`config.mk`:
```
export PLATFORM = sky130hd
export DESIGN_NAME = sar_conv_seq
export DESIGN_NICKNAME = d
export VERILOG_FILES = /design/src/rtl/sar_seq_pkg.sv /design/src/rtl/sar_seq_phase.sv /design/src/rtl/sar_seq_tick.sv /design/src/rtl/sar_seq_core.sv /design/src/rtl/sar_conv_seq.sv
export SDC_FILE = /design/constraint.sdc
export NUM_CORES = 1
export LEC_CHECK = 0
export ABC_AREA = 1
export BUFFER_PORTS_ARGS = -buffer_cell sky130_fd_sc_hd__buf_2
export CORE_MARGIN = 2
export CORE_UTILIZATION = 35
export CTS_CLUSTER_SIZE = 14
export DETAILED_ROUTE_END_ITERATION = 8
export PLACE_DENSITY = 0.52
export SLEW_MARGIN = 20
export SYNTH_ARGS = -nofsm -noshare
export SYNTH_HDL_FRONTEND = slang
export SYNTH_SLANG_ARGS = --single-unit
```
`constraint.sdc`:
```
create_clock -name clk -period 3.22 [get_ports clk]
set_clock_uncertainty 0.1 [all_clocks]
set_input_delay 0.644 -clock clk [delete_from_list [all_inputs] [get_ports clk]]
set_output_delay 0.644 -clock clk [all_outputs]
set_load 0.03 [all_outputs]
```
`src/rtl/sar_seq_pkg.sv`:
```
package sar_seq_pkg;

    typedef enum logic [1:0] {
        CS_DIV_A = 2'b00,
        CS_DIV_B = 2'b01,
        CS_DIV_C = 2'b10,
        CS_RC    = 2'b11
    } clk_src_e;

    typedef enum logic [1:0] {
        ST_IDLE,
        ST_CONV,
        ST_RECON
    } seq_state_e;

    typedef struct packed {
        logic start;
        logic abort;
    } go_req_t;

    function automatic logic [31:0] div_ratio(
        input clk_src_e    src,
        input int unsigned div_a,
        input int unsigned div_b,
        input int unsigned div_c
    );
        case (src)
            CS_DIV_A: return 32'(div_a);
            CS_DIV_B: return 32'(div_b);
            default:  return 32'(div_c);
        endcase
    endfunction

endpackage

```
`src/rtl/sar_seq_phase.sv`:
```
module sar_seq_phase #(
    parameter int QUARTERS = 4
) (
    input  logic clk,
    input  logic rst,
    output logic q_last
);
    localparam int PH_W = (QUARTERS > 1) ? $clog2(QUARTERS) : 1;
    localparam logic [PH_W-1:0] PH_END = PH_W'(QUARTERS - 1);

    logic [PH_W-1:0] ph;

    always_ff @(posedge clk) begin
        if (rst)
            ph <= '0;
        else if (ph == PH_END)
            ph <= '0;
        else
            ph <= ph + 1'b1;
    end

    assign q_last = (ph == PH_END);
endmodule

```
`src/rtl/sar_seq_tick.sv`:
```
module sar_seq_tick
    import sar_seq_pkg::*;
#(
    parameter int DIV_A       = 2,
    parameter int DIV_B       = 8,
    parameter int DIV_C       = 32,
    parameter int QUARTERS    = 4,
    parameter int SYNC_STAGES = 2
) (
    input  logic     clk,
    input  logic     rst,
    input  logic     run,
    input  clk_src_e src,
    input  logic     rc_clk,
    output logic     tick
);
    localparam int DIV_MAX = (DIV_A > DIV_B) ? ((DIV_A > DIV_C) ? DIV_A : DIV_C)
                                             : ((DIV_B > DIV_C) ? DIV_B : DIV_C);
    localparam int CNT_W   = $clog2(DIV_MAX);
    localparam int DLY_W   = $clog2(QUARTERS + 1);
    localparam logic [DLY_W-1:0] DLY_END = DLY_W'(QUARTERS);

    logic [31:0]            ratio;
    logic [CNT_W-1:0]       div_lim;
    logic [CNT_W-1:0]       div_cnt;
    logic                   div_tick;
    logic [SYNC_STAGES-1:0] rc_sync;
    logic                   rc_prev;
    logic                   rc_rise;
    logic [DLY_W-1:0]       dly;
    logic                   rc_tick;

    assign ratio   = div_ratio(src, DIV_A, DIV_B, DIV_C) - 32'd1;
    assign div_lim = ratio[CNT_W-1:0];

    // divided system clock
    always_ff @(posedge clk) begin
        if (rst || !run)
            div_cnt <= '0;
        else if (div_cnt == div_lim)
            div_cnt <= '0;
        else
            div_cnt <= div_cnt + 1'b1;
    end

    assign div_tick = run && (src != CS_RC) && (div_cnt == div_lim);

    // RC input: synchronizer chain
    for (genvar g = 0; g < SYNC_STAGES; g++) begin : g_sync
        if (g == 0) begin : g_first
            always_ff @(posedge clk) begin
                if (rst) rc_sync[0] <= 1'b0;
                else     rc_sync[0] <= rc_clk;
            end
        end else begin : g_next
            always_ff @(posedge clk) begin
                if (rst) rc_sync[g] <= 1'b0;
                else     rc_sync[g] <= rc_sync[g-1];
            end
        end
    end

    always_ff @(posedge clk) begin
        if (rst) rc_prev <= 1'b0;
        else     rc_prev <= rc_sync[SYNC_STAGES-1];
    end

    assign rc_rise = rc_sync[SYNC_STAGES-1] & ~rc_prev;

    // one instruction cycle of hold-off before RC edges count
    always_ff @(posedge clk) begin
        if (rst || !run)
            dly <= '0;
        else if (dly != DLY_END)
            dly <= dly + 1'b1;
    end

    assign rc_tick = run && (src == CS_RC) && rc_rise && (dly == DLY_END);
    assign tick    = div_tick | rc_tick;
endmodule

```
`src/rtl/sar_seq_core.sv`:
```
module sar_seq_core
    import sar_seq_pkg::*;
#(
    parameter int RES_BITS     = 10,
    parameter int CONV_PERIODS = 12
) (
    input  logic                clk,
    input  logic                rst,
    input  logic                go_wr,
    input  logic                go_wdata,
    input  logic [1:0]          clk_sel,
    input  logic                cmp_hi,
    input  logic                tick,
    input  logic                flag_clr,
    input  logic                q_last,
    output logic                busy,
    output clk_src_e            src_q,
    output logic [RES_BITS-1:0] dac_code,
    output logic                sample_en,
    output logic [RES_BITS-1:0] result,
    output logic                conv_flag
);
    localparam int TC_W = $clog2(CONV_PERIODS);
    localparam logic [TC_W-1:0] T_LAST = TC_W'(CONV_PERIODS - 1);
    localparam logic [TC_W-1:0] T_RES  = TC_W'(RES_BITS);
    localparam logic [RES_BITS-1:0] MSB_TRIAL = RES_BITS'(1) << (RES_BITS - 1);

    seq_state_e          state;
    logic [TC_W-1:0]     tcnt;
    logic [RES_BITS-1:0] sar;
    logic [RES_BITS-1:0] sar_nxt;
    go_req_t             req;
    logic                decide;
    logic                finish;
    logic                done_evt;

    assign req.start = go_wr && go_wdata && (state == ST_IDLE);
    assign req.abort = go_wr && !go_wdata && (state == ST_CONV);

    assign decide   = tick && (tcnt >= TC_W'(1)) && (tcnt <= T_RES);
    assign finish   = tick && (tcnt == T_LAST);
    assign done_evt = (state == ST_CONV) && finish && !req.abort;

    // settle current trial bit, raise the next one
    always_comb begin
        sar_nxt = sar;
        for (int i = 0; i < RES_BITS; i++) begin
            if ((int'(tcnt) + i == RES_BITS) && !cmp_hi)
                sar_nxt[i] = 1'b0;
            if (int'(tcnt) + i + 1 == RES_BITS)
                sar_nxt[i] = 1'b1;
        end
    end

    always_ff @(posedge clk) begin
        if (rst) begin
            state     <= ST_IDLE;
            tcnt      <= '0;
            sar       <= '0;
            result    <= '0;
            sample_en <= 1'b1;
            src_q     <= CS_DIV_A;
        end else begin
            case (state)
                ST_IDLE: begin
                    if (req.start) begin
                        state     <= ST_CONV;
                        src_q     <= clk_src_e'(clk_sel);
                        sar       <= MSB_TRIAL;
                        tcnt      <= '0;
                        sample_en <= 1'b0;
                    end
                end
                ST_CONV: begin
                    if (req.abort) begin
                        state <= ST_RECON;
                        sar   <= '0;
                        tcnt  <= '0;
                    end else if (tick) begin
                        tcnt <= tcnt + 1'b1;
                        if (decide)
                            sar <= sar_nxt;
                        if (finish) begin
                            result <= sar;
                            state  <= ST_RECON;
                            sar    <= '0;
                            tcnt   <= '0;
                        end
                    end
                end
                ST_RECON: begin
                    if (q_last) begin
                        sample_en <= 1'b1;
                        state     <= ST_IDLE;
                    end
                end
                default: state <= ST_IDLE;
            endcase
        end
    end

    always_ff @(posedge clk) begin
        if (rst)
            conv_flag <= 1'b0;
        else if (done_evt)
            conv_flag <= 1'b1;
        else if (flag_clr)
            conv_flag <= 1'b0;
    end

    assign busy     = (state == ST_CONV);
    assign dac_code = sar;
endmodule

```
`src/rtl/sar_conv_seq.sv`:
```
module sar_conv_seq
    import sar_seq_pkg::*;
#(
    parameter int RES_BITS     = 10,
    parameter int CONV_PERIODS = RES_BITS + 2,
    parameter int DIV_A        = 2,
    parameter int DIV_B        = 8,
    parameter int DIV_C        = 32,
    parameter int QUARTERS     = 4,
    parameter int SYNC_STAGES  = 2
) (
    input  logic                clk,
    input  logic                rst,
    input  logic                go_wr,
    input  logic                go_wdata,
    input  logic [1:0]          clk_sel,
    input  logic                rc_clk,
    input  logic                cmp_hi,
    input  logic                flag_clr,
    output logic [RES_BITS-1:0] dac_code,
    output logic                sample_en,
    output logic                go_busy,
    output logic [RES_BITS-1:0] result,
    output logic                conv_flag
);
    logic     q4;
    logic     tick;
    clk_src_e src_q;

    sar_seq_phase #(.QUARTERS(QUARTERS)) u_phase (
        .clk    (clk),
        .rst    (rst),
        .q_last (q4)
    );

    sar_seq_tick #(
        .DIV_A       (DIV_A),
        .DIV_B       (DIV_B),
        .DIV_C       (DIV_C),
        .QUARTERS    (QUARTERS),
        .SYNC_STAGES (SYNC_STAGES)
    ) u_tick (
        .clk    (clk),
        .rst    (rst),
        .run    (go_busy),
        .src    (src_q),
        .rc_clk (rc_clk),
        .tick   (tick)
    );

    sar_seq_core #(
        .RES_BITS     (RES_BITS),
        .CONV_PERIODS (CONV_PERIODS)
    ) u_core (
        .clk       (clk),
        .rst       (rst),
        .go_wr     (go_wr),
        .go_wdata  (go_wdata),
        .clk_sel   (clk_sel),
        .cmp_hi    (cmp_hi),
        .tick      (tick),
        .flag_clr  (flag_clr),
        .q_last    (q4),
        .busy      (go_busy),
        .src_q     (src_q),
        .dac_code  (dac_code),
        .sample_en (sample_en),
        .result    (result),
        .conv_flag (conv_flag)
    );
endmodule

```
==> summary.md <==
| Metric | Value |
|---|---|
| Storage cell area | 861 sq um |
| Final worst slack | 0.639 ns |
| Post-CTS Hold Fix Bufs | 0 |
| Startpoint Class | register |
| Synthesized cell area | 2850 sq um |
| Status | complete, no violations |
| Num Clock Sinks | 43 |
| Worst Path Buf+Inv | 1 |
| H-tree depth | 2 |
| RSZ-0062 raised after global routing | no |
| Grt total ovfl | 0 |
| First-pass GRT wire length | 11,300 microns |
| Initial antenna violation count | 0 |
| DR vias | 2,664 |
| Diodes inserted | 0 |
| CTS tree | built |
| Leakage | 1.58 nW |
| Vert. Die Dim | 94.2 microns |
| Final Hold Viols | 0 |
| FILL cells | 858 |
| Post-synthesis sequential area ratio | 30.2% |
| Crit-path max FO | 21 |
| CTS buffer count | 5 |
| Syn. warnings | 0 |
| CTS root buf | clkbuf_8 |
| Worst path max stage delay | 0.49 ns |
| Die Wd | 94.2 microns |
| P&R area growth vs syn | 12.4% |
| Std cell rows | 32 |
| Gate Count Post-Synth | 439 |
| Design Power | 1.04 mW |
| Port bufs | 31 |
| Area of the core | 7810 sq um |
| Pwr dens | 325 nW/um^2 |
| Largest net degree at the start of global routing | 22 |
| DRT antenna net count | 0 |
| WP data arrival | 2.65 ns |
| Tmin final | 2.58 ns |
| Initial core utilization | 36.5% |
| Cts repair resizes | 0 |
| Fin. max-slew vios | 0 |
| Layout cells sized above 1 | 13.5% |
| Die Area | 8870 sq um |
| Layout Cells excl Fill | 575 |
| Slowest CP cell | nand3_1 |
| Clock tree buffer depth | 2 |
| CP required | 3.29 ns |
| Final GP Congestion | 0.944 |
| Final #Nets | 505 |
| Placed Instances | 567 |
| IO Pins | 32 |
| Drt total wl | 6660 microns |
| Vias per cell | 4.63 |
| Drt first pass iters | 4 |
| Worst Setup End Kind | register |
| Critical path cell sequence | nor2_1 -> inv_1 -> ha_1 -> xnor2_1 -> nor2_1 -> nand3_2 -> nand2_4 -> nand3_1 -> o21ai_0 -> a21oi_1 |
| Clk_lat worst skew | 0.30 ns |
| Total track usage | 16.0% |
| Pre-CTS setup slack | 0.653 ns |
| Fmax | 387 MHz |
| Maximum vdd ir drop | 145 uV |
| Initial drt markers | 124 |
| DRC | 0 |
| Top_reg_cell synth | dfxtp_1 |
| Setup TNS Final | 0 ns |
| Post-synth EDFFs | 0 |
| Cell family with most CP delay | simple AND/OR/NAND/NOR gates |
| Endpoints failing setup | 0 |
| Relative slew slack | 54.3% |
| Ys async rst share | 0% |
| Period utilisation layout | 80.2% |
| Layout Utilization | 41.0% |
| WL per Instance | 11.6 microns |
| Max cap viols | 0 |
| # Post-CTS Setup Buffers | 0 |
| CP dominant cell by count | nor2_1 |
| Yosys cell types | 36 |
| Actual slew at the worst max-slew pin | 0.683 ns |
| WS Path Type | reg -> reg |
| FF+latch count, synth | 43 |
| Hpwl dp | 5200 microns |
| Syn_nets | 472 |
| Multi-input logic area | 1710 sq um |
| Hold crit path type | reg -> reg |
| CTS clk-pin slew, worst paths | 0.08 ns |
| Syn Area/Cell | 6.48 sq um |
| Vias in the first global route | 2,384 |
==> sequential cells by signal, indices dropped and copies added, names as in the netlist <==
register	flops
u_tick.dly	3
u_core.sample_en	1
u_core.conv_flag	1
u_tick.div_cnt	5
u_phase.ph	2
u_core.result	10
u_core.state	2
u_tick.rc_prev	1
u_core.tcnt	4
u_core.src_q	2
u_tick.rc_sync	2
u_core.dac_code	10
==> layout by cell type (no fill, tap or decap), types with 2 or more instances in the layout <==
cell and count:
nand2_1 126, inv_1 58, nor2_1 56, dfxtp_1 43, buf_2 31, a21oi_1 30, ha_1 24, nand3_1 22
o21ai_0 22, nor3_1 7, inv_2 6, xor2_1 5, clkbuf_8 5, a21oi_2 4, nor4_1 4, nand4_1 3
nand2_4 3, nor2_4 2, nand3_2 2, buf_4 2
==> per-layer routing <==
layer	vias up	routed length, microns	track usage, %	share of wire [%]
met2	42	2870	24.9	43
met5	-	0	0	0
met3	7	271	2.57	4.1
li1	1452	-	-	-
met1	1163	3450	22.9	52
met4	0	73	4.11	1.1
==> kinds of logic after synthesis <==
logic type      after synthesis  synth area share [%]
compound gates               64                  12.7
xor+xnor                      6                  1.85
fa+ha+maj                    24                  10.5
buf+inv                      72                  9.67
flops                        43                  30.2
simple gates                230                  34.9
==> power breakdown <==
group	switching, mW	internal (mW)
registers	0.00833	0.544
logic	0.0920	0.0421
clock network	0.202	0.152
==> worst register-to-register path, delay by kind of cell (launching register included) <==
kind | cells | cell delay [ns]
flops | 1 | 0.33
compound gates | 2 | 0.46
simple gates | 5 | 1.07
buf+inv | 1 | 0.07
fa+ha+maj | 1 | 0.30
xor+xnor | 1 | 0.13
==> cell type report <==
cell class                      count  share of cell area, %
Clock buffer                        6                   2.27
Clock inverter                      2                  0.391
Inverter                           65                   7.70
Multi-Input combinational cell    324                   53.4
Sequential cell                    43                   26.9
Tap cell                          102                   3.99
Timing Repair Buffer               33                   5.32
==> Yosys cell counts, drive strengths merged, types with 2 or more instances <==
cell type / count / share of area, %
nand4: 3 / 0.66
buf: 2 / 0.31
o21ai: 24 / 4.4
xor2: 5 / 1.5
dfxtp: 43 / 30
a21oi: 35 / 7.1
clkbuf: 5 / 0.70
inv: 65 / 8.7
ha: 24 / 11
nand2: 130 / 18
nor2: 60 / 9.1
nor4: 4 / 0.88
nand3: 24 / 4.6
nor3: 7 / 1.2
==> final timing paths <==
| kind | start | end | slack, ns | depth (start not counted) |
|---|---|---|---|---|
| setup reg to reg | u_core.src_q[0]$_SDFFE_PP0P_ | u_core.result[6]$_SDFFE_PP0P_ | 0.64 | 10 |
| setup / recovery | u_core.src_q[0]$_SDFFE_PP0P_ | u_core.result[6]$_SDFFE_PP0P_ | 0.64 | 10 |
| hold reg to reg | u_tick.rc_sync[0]$_SDFF_PP0_ | u_tick.rc_sync[1]$_SDFF_PP0_ | 0.31 | 2 |
| hold / removal | u_tick.rc_sync[0]$_SDFF_PP0_ | u_tick.rc_sync[1]$_SDFF_PP0_ | 0.31 | 2 |
==> per-stage QoR <==
step                      hold WS (ns)  cell area (sq um)
after CTS                        0.313               3200
after floorplan                  0.288               2850
final                            0.308               3200
after detailed placement         0.300               3120
after global routing             0.364               3200
after global placement           0.291               3120
Power figures use the tool's default switching activity.
